File: src/rtl/chg_stat_pkg.sv
package chg_stat_pkg;
  localparam int FAULT_NUM    = 5;
  localparam int FAULT_CODE_W = $clog2(FAULT_NUM + 1);

  typedef enum logic [1:0] {
    ST_READY    = 2'b00,
    ST_CHARGING = 2'b01,
    ST_DONE     = 2'b10,
    ST_FAULT    = 2'b11
  } stateCodeT;

  typedef struct packed {
    logic                    restartPulse;
    logic                    enLoad;
    logic                    enValue;
    logic [1:0]              nextState;
    logic [FAULT_CODE_W-1:0] nextFault;
  } ctrlStrobeT;
endpackage

File: src/rtl/chg_stat_ctrl.sv
module chg_stat_ctrl
  import chg_stat_pkg::*;
(
  input  logic                 clk,
  input  logic                 rstN,
  input  logic [1:0]           phaseIn,
  input  logic [FAULT_NUM-1:0] faultIn,
  input  logic                 statEnWrite,
  input  logic                 statEnData,
  output ctrlStrobeT           strobe
);
  logic [FAULT_NUM-1:0]    faultSeen;
  logic [FAULT_NUM-1:0]    faultRise;
  logic [FAULT_CODE_W-1:0] prioCode;

  always_ff @(posedge clk or negedge rstN) begin
    if (!rstN) faultSeen <= '0;
    else       faultSeen <= faultIn;
  end

  // Per-input rising edges, one detector per fault line
  for (genvar g = 0; g < FAULT_NUM; g++) begin : gRise
    assign faultRise[g] = faultIn[g] & ~faultSeen[g];
  end

  // Lowest index wins; code is index plus one
  always_comb begin
    prioCode = '0;
    for (int i = FAULT_NUM - 1; i >= 0; i--) begin
      if (faultIn[i]) prioCode = FAULT_CODE_W'(i + 1);
    end
  end

  always_comb begin
    strobe.restartPulse = |faultRise;
    strobe.enLoad       = statEnWrite;
    strobe.enValue      = statEnData;
    strobe.nextState    = (|faultIn) ? ST_FAULT : phaseIn;
    strobe.nextFault    = prioCode;
  end
endmodule

File: src/rtl/chg_stat_dp.sv
module chg_stat_dp
  import chg_stat_pkg::*;
#(
  parameter int PULSE_CYCLES = 6400
) (
  input  logic                    clk,
  input  logic                    rstN,
  input  ctrlStrobeT              strobe,
  output logic                    pullDown,
  output logic [1:0]              stateCode,
  output logic [FAULT_CODE_W-1:0] faultCode
);
  localparam int CNT_W = $clog2(PULSE_CYCLES + 1);
  localparam logic [CNT_W-1:0] CNT_FULL = CNT_W'(PULSE_CYCLES);

  logic [CNT_W-1:0] pulseCnt;
  logic             statEnQ;

  always_ff @(posedge clk or negedge rstN) begin
    if (!rstN) begin
      pulseCnt  <= '0;
      statEnQ   <= 1'b1;
      stateCode <= ST_READY;
      faultCode <= '0;
    end else begin
      if (strobe.restartPulse)  pulseCnt <= CNT_FULL;
      else if (pulseCnt != '0)  pulseCnt <= pulseCnt - 1'b1;
      if (strobe.enLoad)        statEnQ  <= strobe.enValue;
      stateCode <= strobe.nextState;
      faultCode <= strobe.nextFault;
    end
  end

  // Fault pulse has priority over the steady charging level
  assign pullDown = (pulseCnt != '0) || (statEnQ && stateCode == ST_CHARGING);

  assert_pulse_load_R8: assert property (@(posedge clk) disable iff (!rstN)
    strobe.restartPulse |=> pulseCnt == CNT_FULL);

  assert_pulse_decay_R6: assert property (@(posedge clk) disable iff (!rstN)
    (!strobe.restartPulse && pulseCnt != '0) |=> pulseCnt == $past(pulseCnt) - 1'b1);

  assert_pulse_idle_R7: assert property (@(posedge clk) disable iff (!rstN)
    (!strobe.restartPulse && pulseCnt == '0) |=> pulseCnt == '0);
endmodule

File: src/rtl/chg_stat_out.sv
module chg_stat_out
  import chg_stat_pkg::*;
#(
  parameter int PULSE_CYCLES = 6400
) (
  input  logic       clk,
  input  logic       rstN,
  input  logic [1:0] phaseIn,
  input  logic [4:0] faultIn,
  input  logic       statEnWrite,
  input  logic       statEnData,
  output logic       ledPullDown,
  output logic       irqPullDown,
  output logic [1:0] stateCode,
  output logic [2:0] faultCode
);
  ctrlStrobeT strobe;
  logic       pullDown;

  chg_stat_ctrl i_ctrl (
    .clk         (clk),
    .rstN        (rstN),
    .phaseIn     (phaseIn),
    .faultIn     (faultIn),
    .statEnWrite (statEnWrite),
    .statEnData  (statEnData),
    .strobe      (strobe)
  );

  chg_stat_dp #(.PULSE_CYCLES(PULSE_CYCLES)) i_dp (
    .clk       (clk),
    .rstN      (rstN),
    .strobe    (strobe),
    .pullDown  (pullDown),
    .stateCode (stateCode),
    .faultCode (faultCode)
  );

  assign ledPullDown = pullDown;
  assign irqPullDown = pullDown;

  assert_edge_pulse_R6: assert property (@(posedge clk) disable iff (!rstN)
    (|(faultIn & ~$past(faultIn))) |=> (ledPullDown && irqPullDown));

  assert_fault_state_R4: assert property (@(posedge clk) disable iff (!rstN)
    (|faultIn) |=> stateCode == 2'b11);

  assert_ovp_code_R5: assert property (@(posedge clk) disable iff (!rstN)
    faultIn[0] |=> faultCode == 3'b001);
endmodule

File: config.mk
export PLATFORM = sky130hd
export DESIGN_NAME = chg_stat_out
export DESIGN_NICKNAME = d
export VERILOG_FILES = /design/src/rtl/chg_stat_pkg.sv /design/src/rtl/chg_stat_ctrl.sv /design/src/rtl/chg_stat_dp.sv /design/src/rtl/chg_stat_out.sv
export SDC_FILE = /design/constraint.sdc
export NUM_CORES = 1
export LEC_CHECK = 0
export BUFFER_PORTS_ARGS = -buffer_cell sky130_fd_sc_hd__buf_2
export CORE_MARGIN = 3
export CORE_UTILIZATION = 54
export DETAILED_ROUTE_END_ITERATION = 16
export PLACE_DENSITY = 0.77
export SYNTH_ARGS = -nofsm -noshare
export SYNTH_HDL_FRONTEND = slang
export SYNTH_SLANG_ARGS = --single-unit
File: constraint.sdc
create_clock -name clk -period 2.7 [get_ports clk]
set_input_delay 0.54 -clock clk [delete_from_list [all_inputs] [get_ports clk]]
set_output_delay 0.54 -clock clk [all_outputs]
set_load 0.005 [all_outputs]
Yosys cells after proc, flatten, opt, wreduce, memory -nomap -nowiden
Cells that the tools add are included.

Latch bits: 0. Memories kept: 0. Memory bits (read-only): 0. Output and inout port bits: 7. Register bits after elaboration: 24. Input port bits: 11. RAM bits: 0.

Shift-type cells: 0. $add $sub $neg: 1. Div/mod/pow operators: 0. Multiply operators: 0. Equal/unequal tests: 1. Bitwise gates (word level): 10. Reductions and logical operators: 6. $lt $le $gt $ge: 0. Multiplexer cells: 8.

Operators by type and width (count): $mux W13 (2); $mux W3 (5); $reduce_bool A13 Y1 (1); $sub A13 B1 Y13 const B (1); $reduce_or A5 Y1 (2); $and A1 B1 Y1 (5); $not A1 Y1 (5); $eq A2 B1 Y1 const B (1); $mux W2 (1); $reduce_bool A2 Y1 (1); $logic_and A1 B1 Y1 (1); $logic_or A1 B1 Y1 (1).

Depth between registers and ports, before layout
Gate-level depths: netlist (run 1).

Depth after elaboration: 5. Mapped depth: 7.

Modules after synthesis
A second synthesis (run 1) with hierarchy kept.

Cells, all modules: 112. Area total of the unflattened synthesis: 1193.6 µm².

Modules (own cells, without submodules): chg_stat_dp (instances 1, area an instance 949.7 µm², cells each 87); chg_stat_ctrl (instances 1, area an instance 236.5 µm², cells each 24); chg_stat_out (instances 1, area an instance 7.5 µm², cells each 1).

Least setup slack after synthesis (run 1)
OpenSTA, ideal clock, no wires.

Path kind: reg-to-output. Start: register i_dp.pulseCnt[10]. End: output ledPullDown. Buffers on the path: 2. Stages on the path, launching flop included: 6. Data required time: 2160 ps. Data arrival time: 1948 ps. Setup slack: 212 ps. Cell sequence: dfrtp_1 > or4_1 > or4b_1 > buf_2 > o21bai_1 > buf_4.

Longest elaborated chain between the ends: 2.

Ends and longest elaborated chain: start: declaration (line chg_stat_dp.sv:16) `logic [CNT_W-1:0] pulseCnt;`; start signal: assignment (line chg_stat_dp.sv:27) `else if (pulseCnt != '0) pulseCnt <= pulseCnt - 1'b1;`; $reduce_bool A13 Y1 (line chg_stat_dp.sv:35) `assign pullDown = (pulseCnt != '0) || (statEnQ && stateCode == ST_CHARGING);`; $logic_or A1 B1 Y1 (line chg_stat_dp.sv:35); end: declaration (line chg_stat_out.sv:12) `output logic ledPullDown,`.

No other way between the ends.

Final worst setup path (run 1)
Start: register i_dp.pulseCnt[3]. End: output irqPullDown.

Longest elaborated chain between the ends: 2.

Ends and longest elaborated chain: $reduce_bool A13 Y1 (line chg_stat_dp.sv:35); $logic_or A1 B1 Y1 (line chg_stat_dp.sv:35); end: declaration (line chg_stat_out.sv:13) `output logic irqPullDown,`.

No other way between the ends.

==> results of run 1 <==
routing by layer:
metal / up-vias / wire (um)
li1: 452 / -
met5: - / 0
met3: 2 / 99
met1: 427 / 1020
met2: 22 / 1110
met4: 0 / 11
kinds of logic after synthesis:
kind of cell / share of synthesized area [%]
DFF: 52.7
buffers and inverters: 2.74
AOI/OAI and AO/OA: 10.2
and+or+nand+nor: 27.8
muxes: 3.61
xor gates and xnor gates: 0.767
adders and majority gates: 2.19
sequential cells by signal, indices dropped and copies added, names as in the netlist:
register	cells
i_dp.faultCode	3
i_dp.stateCode	2
i_dp.statEnQ	1
i_dp.pulseCnt	13
i_ctrl.faultSeen	5
power by group:
group / switching (mW) / leakage [nW] / total (mW) / internal [mW]
Clock: 0.106 / 0.0279 / 0.256 / 0.150
Combinational: 0.0884 / 0.319 / 0.171 / 0.0830
Sequential: 0.0195 / 0.285 / 0.403 / 0.384
Total: 0.214 / 0.632 / 0.831 / 0.617
worst paths after layout:
path / startpoint / endpoint / slack, ns / cells past startpoint
worst max register to register: i_dp.pulseCnt[3] / i_dp.pulseCnt[11] / 0.60 / 4
worst max-delay path: i_dp.pulseCnt[3] / irqPullDown / 0.009 / 4
worst min register to register: i_dp.pulseCnt[12] / i_dp.pulseCnt[12] / 0.55 / 1
worst min-delay path: rstN / i_dp.pulseCnt[1] / 0.18 / 1
min in group clk: faultIn[2] / i_ctrl.faultSeen[2] / 0.35 / 1
max in group asynchronous: rstN / i_dp.statEnQ / 2.15 / 1
worst reg2reg max path, cell delays in order, from the launching register on:
cell and delay [ns]:
dfrtp_1 0.41, or4_4 0.56, or4_4 0.48, o31a_1 0.25, or3_1 0.30
cell type report:
type,count,area (um^2),share of cell area [%]
Clock buffer,3,22.5,1.61
Clock inverter,1,30.0,2.15
Inverter,5,18.8,1.35
Multi-Input combinational cell,79,528,37.8
Sequential cell,24,602,43.1
Tap cell,27,33.8,2.42
Timing Repair Buffer,27,160,11.5
cells in the mapped netlist (all sizes together):
cell type | number | area, um^2
dfstp | 1 | 26.3
o22ai | 1 | 6.26
o21bai | 1 | 7.51
nor2b | 4 | 25.0
nor4 | 5 | 37.5
nand3 | 3 | 15.0
nand2b | 4 | 25.0
and3 | 1 | 6.26
nor2 | 7 | 26.3
xnor2 | 1 | 8.76
o21ai | 2 | 10.0
a21oi | 7 | 35.0
or4b | 1 | 10.0
nor3 | 4 | 20.0
o31a | 2 | 17.5
inv | 5 | 18.8
o2111ai | 1 | 8.76
or3 | 6 | 37.5
a211oi | 1 | 7.51
mux2i | 3 | 30.0
or4 | 4 | 37.5
or2 | 3 | 18.8
buf | 2 | 12.5
ha | 2 | 25.0
dfrtp | 23 | 576
nand3b | 1 | 7.51
o22a | 1 | 8.76
o31ai | 1 | 7.51
mux2 | 1 | 11.3
nand2 | 9 | 33.8
or3b | 2 | 17.5
a21o | 1 | 7.51
metrics by stage:
stage | setup slack [ns] | instance area (um^2)
floorplan | 0.212 | 1140
global placement | 0.320 | 1280
detailed placement | 0.268 | 1280
CTS | 0.00675 | 1360
global route | -0.0413 | 1400
finish | 0.00888 | 1400
what timing repair did:
item                                    4_1_cts  5_1_grt
endpoints found under the setup margin        2        2
pin swaps                                     0        2
resized for setup                             2        1
cloned                                        0        0
buffers inserted                              3        3
==> results.tsv, run 1 <==
stage	metric	value	unit
status	outcome	finished, final reports clean	
route	final wirelength	2240	um
final_layout	most common cell after layout, fill and taps aside	dfrtp_1	
route	DR pass1 iterations	4	
timing	max-slew violation count	0	
logic_synthesis	Post-Syn Instances	110	
worst_setup_path	cell family with most CP delay	simple AND/OR/NAND/NOR gates	
global_routing	met2 GRT Util	32.8	%
global_routing	met3 Use GR	3.72	%
final_layout	antenna cells	0	
final_layout	area grow syn2layout	22.1	%
logic_synthesis	Distinct cells, synth	35	
power_and_ir_drop	Worst VDD drop	0.409	mV
global_routing	first-pass GRT wire length	3930	um
global_routing	antenna violations before repair	0	
global_routing	largest net degree at the start of global routing	25	
global_routing	M1 GR Usage	24.3	%
clock_tree	Root Buffer	clkbuf_4	
final_layout	Core Util, Final	70.4	%
job	Max Cap Viol	0	
logic_synthesis	Post-Syn Area	1140	um^2
placement	dpl cells	156	
clock_tree	CTS tree	done	
die	Core Footprint	1980	um^2
clock_tree	TritonCTS buffer count	3	
hold_path	Hold Crit Class	in2async	
timing	setup violators final	0	
worst_setup_path	CP bufs+invs	1	
clock_tree	clk_lat worst skew	0.31	ns
timing	Fin Hold WS	0.182	ns
logic_synthesis	synthesis warning total	0	
final_layout	Final nets	153	
die	die height	52.0	um
timing	Tightest Pin Transition	0.523	ns
route	Starting DRT DRC Count	16	
worst_setup_path	ordered cell list for the critical path	or4_4, or4b_4, o21bai_4, buf_2	
placement	HPWL after DPL	1570	um
logic_synthesis	sequential fraction of the synthesis area	52.7	%
power_and_ir_drop	Pleak	0.632	nW
die	IO Count	18	
worst_setup_path	WS Path Type	reg2out	
route	antenna-violating nets left	0	
timing	Max Fclk	0.372	GHz
worst_setup_path	critical path capture point type	primary output	
die	Initial Utilization	57.6	%
die	die footprint	2700	um^2
placement	input/output buffers	17	
logic_synthesis	Post-Syn Area per Cell	10.4	um^2
route	post-detailed-route wirelength per cell	13.5	um
timing	slew margin rel.	65.1	%
timing	final period utilization	99.7	%
worst_setup_path	Critical Path Max Stage Delay	0.56	ns
global_routing	grt ovf	0	
clock_tree	clk sinks	24	
worst_setup_path	Crit path required time	2.16	ns
worst_setup_path	Arrival @ worst endpoint	2.15	ns
worst_setup_path	Max FO, Critical Path	4	
die	row count	16	
logic_synthesis	count of state elements after synthesis	24	
worst_setup_path	CP max stage cell	or4_4	
power_and_ir_drop	total power	0.831	mW
logic_synthesis	syn nets	123	
clock_tree	Max clock buf depth	2	
route	total number of vias	903	
timing	RSZ-0062 raised after global routing	yes	
global_routing	GRT Max-Usage Layer	met2	
global_routing	GRT Total Usage	19.3	%
route	drt drc	0	
clock_tree	H-tree depth	1	
clock_tree	Hold Buf Count CTS	0	
timing	Setup TNS Final	0	ns
final_layout	Layout Cells excl Fill	166	
placement	routability cong.	0.820	
route	vias per cell	5.44	
final_layout	share of cells above drive strength 1	31.7	%
die	Die W	52.0	um
power_and_ir_drop	pwr/cell area	596	nW/um^2
timing	fin crit period	2.69	ns
timing	Fin. Hold Viols	0	
global_routing	vias in the first global route	896	
timing	Worst Skew	0.00322	ns
worst_setup_path	Startpoint Class	flop	
clock_tree	CTS clk-pin slew, worst paths	0.13	ns
final_layout	most frequent cells in the layout	dfrtp_1, buf_2, buf_4	
final_layout	# fillers	154	
No activity file was read; power rests on OpenSTA's default activity.
==> run 2, diff against run 1 <==
Settings changed: ABC_AREA from default to 1, CORE_ASPECT_RATIO from default to 0.6, CORE_UTILIZATION 54 to 55.
==> results.tsv, run 2 <==
stage	metric	value	unit
status	outcome	finished, final reports clean	
route	DR pass1 iterations	4	
worst_setup_path	register-to-register setup slack	1.27	ns
timing	max-slew violation count	0	
timing	Worst Skew	0.00331	ns
timing	Fin. Hold Viols	0	
final_layout	# fillers	178	
placement	pre-CTS setup slack	0.828	ns
logic_synthesis	Post-Syn Instances	156	
logic_synthesis	Distinct cells, synth	28	
final_layout	most common cell after layout, fill and taps aside	nand2_1	
power_and_ir_drop	Pleak	0.749	nW
clock_tree	Root Buffer	clkbuf_8	
logic_synthesis	Area contributors post-synth	dfrtp_1, nand2_1, inv_1, nor2_1, nand3_1	
final_layout	Final nets	189	
power_and_ir_drop	pwr/cell area	577	nW/um^2
worst_setup_path	FF-to-FF Start	i_dp.pulseCnt[0]	
worst_setup_path	Crit path required time	2.16	ns
clock_tree	clk_lat worst skew	0.27	ns
final_layout	most frequent cells in the layout	nand2_1, inv_1, dfrtp_1	
final_layout	Largest register FFs	13	
power_and_ir_drop	sw frac	32.2	%
logic_synthesis	Post-Syn Area per Cell	8.17	um^2
final_layout	Biggest register	i_dp.pulseCnt	
die	Core Footprint	2010	um^2
worst_setup_path	Startpoint Class	flop	
power_and_ir_drop	Net Switching	0.264	mW
logic_synthesis	syn nets	169	
clock_tree	Max clock buf depth	2	
timing	Setup TNS Final	0	ns
worst_setup_path	critical path capture point type	primary output	
global_routing	GRT Total Usage	21.1	%
worst_setup_path	WS Path Type	reg2out	
power_and_ir_drop	Internal	0.556	mW
route	total number of vias	1086	
clock_tree	Hold Buf Count CTS	0	
clock_tree	postcts setup bufs	0	
final_layout	biggest regs	i_dp.pulseCnt: 13 flops, i_ctrl.faultSeen: 5 flops, i_dp.faultCode: 3 flops	
logic_synthesis	most common cell in the netlist	nand2_1	
logic_synthesis	Post-synth EDFFs	0	
placement	routability cong.	0.948	
timing	final setup margin	0.532	ns
route	vias per cell	5.35	
route	final wirelength	2730	um
route	drt drc	0	
clock_tree	CTS tree	done	
timing	fin crit period	2.17	ns
timing	Tightest Pin Transition	0.517	ns
global_routing	antenna violations before repair	0	
logic_synthesis	Post-Syn Area	1270	um^2
die	die footprint	2950	um^2
final_layout	share of cells above drive strength 1	21.7	%
final_layout	area grow syn2layout	11.5	%
final_layout	footprint of the multi-input gates	546	um^2
logic_synthesis	Async SR Flop Fraction	100	%
timing	RSZ-0062 raised after global routing	no	
logic_synthesis	commonest cells in the netlist	nand2_1, inv_1, dfrtp_1	
logic_synthesis	sequential fraction of the synthesis area	47.2	%
clock_tree	CTS clk-pin slew, worst paths	0.08	ns
power_and_ir_drop	Sequential Power Share	49.8	%
job	Max Cap Viol	0	
worst_setup_path	Critical R2R Capture	i_dp.pulseCnt[6]	
hold_path	Hold Crit Class	in2async	
placement	HPWL after DPL	2170	um
final_layout	antenna cells	0	
timing	slew margin rel.	65.6	%
placement	input/output buffers	17	
worst_setup_path	Max FO, Critical Path	7	
route	Starting DRT DRC Count	84	
power_and_ir_drop	Clk pwr share	26.1	%
timing	final period utilization	80.3	%
power_and_ir_drop	logic gate share of total power	24.1	%
logic_synthesis	Main synth FF type	dfrtp_1	
final_layout	Layout Cells excl Fill	203	
die	Die W	68.2	um
logic_synthesis	synthesis warning total	0	
placement	dpl cells	199	
global_routing	first-pass GRT wire length	4570	um
die	row count	12	
die	IO Count	18	
clock_tree	clk sinks	24	
worst_setup_path	Arrival @ worst endpoint	1.63	ns
global_routing	vias in the first global route	1003	
global_routing	grt ovf	0	
power_and_ir_drop	total power	0.820	mW
route	antenna-violating nets left	0	
worst_setup_path	r2r worst-path depth	8	
route	post-detailed-route wirelength per cell	13.5	um
global_routing	largest net degree at the start of global routing	25	
logic_synthesis	count of state elements after synthesis	24	
logic_synthesis	area leader, netlist	dfrtp_1	
clock_tree	H-tree depth	1	
clock_tree	TritonCTS buffer count	3	
timing	Fin Hold WS	0.239	ns
power_and_ir_drop	Worst VDD drop	0.386	mV
die	die height	43.3	um
timing	setup violators final	0	
die	Initial Utilization	63.4	%
timing	Max Fclk	0.461	GHz
clock_tree	post_cts resized	0	
logic_synthesis	top-area cell type share of the netlist area	45.1	%
final_layout	Sequential cell area	602	um^2
==> run 2: cell types whose count changed in the layout (fill, tap and decap cells not counted), sizes merged, moves of 5 or more <==
cell	change
nand2	+25
inv	+24
nor2	+19
nand3	+14
buf	-10
or3	-6
nor4	-5
==> run 2: area by class of cell <==
class	instances	area share (%)
multi-input cells	101	38.4
well taps	28	2.46
repair buffers	17	5.99
flip-flops and latches	24	42.3
clock buffers	4	3.17
inverters	29	7.66
==> run 2: cells by family after synthesis <==
family,count (synthesis),share of synthesized area [%]
adder cells (fa/ha/maj),2,1.96
flip-flops,24,47.2
XOR/XNOR,1,0.687
AO/OA/AOI/OAI,12,5.59
buffers and inverters,31,10.0
AND/OR/NAND/NOR,86,34.5
==> run 2: through the flow <==
| step | area [um^2] | util [%] |
|---|---|---|
| 4_1_cts | 1420 | 70.6 |
| 5_1_grt | 1420 | 70.6 |
| 3_5_place_dp | 1380 | 68.4 |
| 2_1_floorplan | 1270 | - |
| 6_report | 1420 | 70.6 |
| 3_3_place_gp | 1380 | 68.4 |
==> run 2: worst max path at each step <==
| stage | from | to |
|---|---|---|
| floorplan | i_dp.pulseCnt[0] | ledPullDown |
| global placement | i_dp.pulseCnt[0] | ledPullDown |
| detailed placement | i_dp.pulseCnt[0] | ledPullDown |
| CTS | i_dp.pulseCnt[0] | ledPullDown |
| global route | i_dp.pulseCnt[0] | ledPullDown |
| finish | i_dp.pulseCnt[0] | ledPullDown |
==> run 2: per-layer routing <==
metal	part of all wire, %	track usage, %	up-vias
li1	-	-	521
met1	46	29.0	522
met2	45	32.2	38
met3	8.0	5.56	5
met4	1.1	6.72	0
met5	0	0	-
==> run 2: worst max-delay path, stage by stage (launching register included) <==
cell and delay (ns):
dfrtp_1 0.38, inv_1 0.18, ha_1 0.19, nand2_2 0.08
nor2_1 0.12, nand2_2 0.10, a21o_1 0.17, buf_2 0.13
==> run 2: power by group through the flow <==
stage	clock (mW)	sequential (mW)	combinational, mW
2_1_floorplan	0	0.409	0.145
3_3_place_gp	0	0.413	0.189
3_5_place_dp	0	0.415	0.194
4_1_cts	0.217	0.408	0.195
5_1_grt	0.230	0.412	0.223
6_report	0.214	0.409	0.197
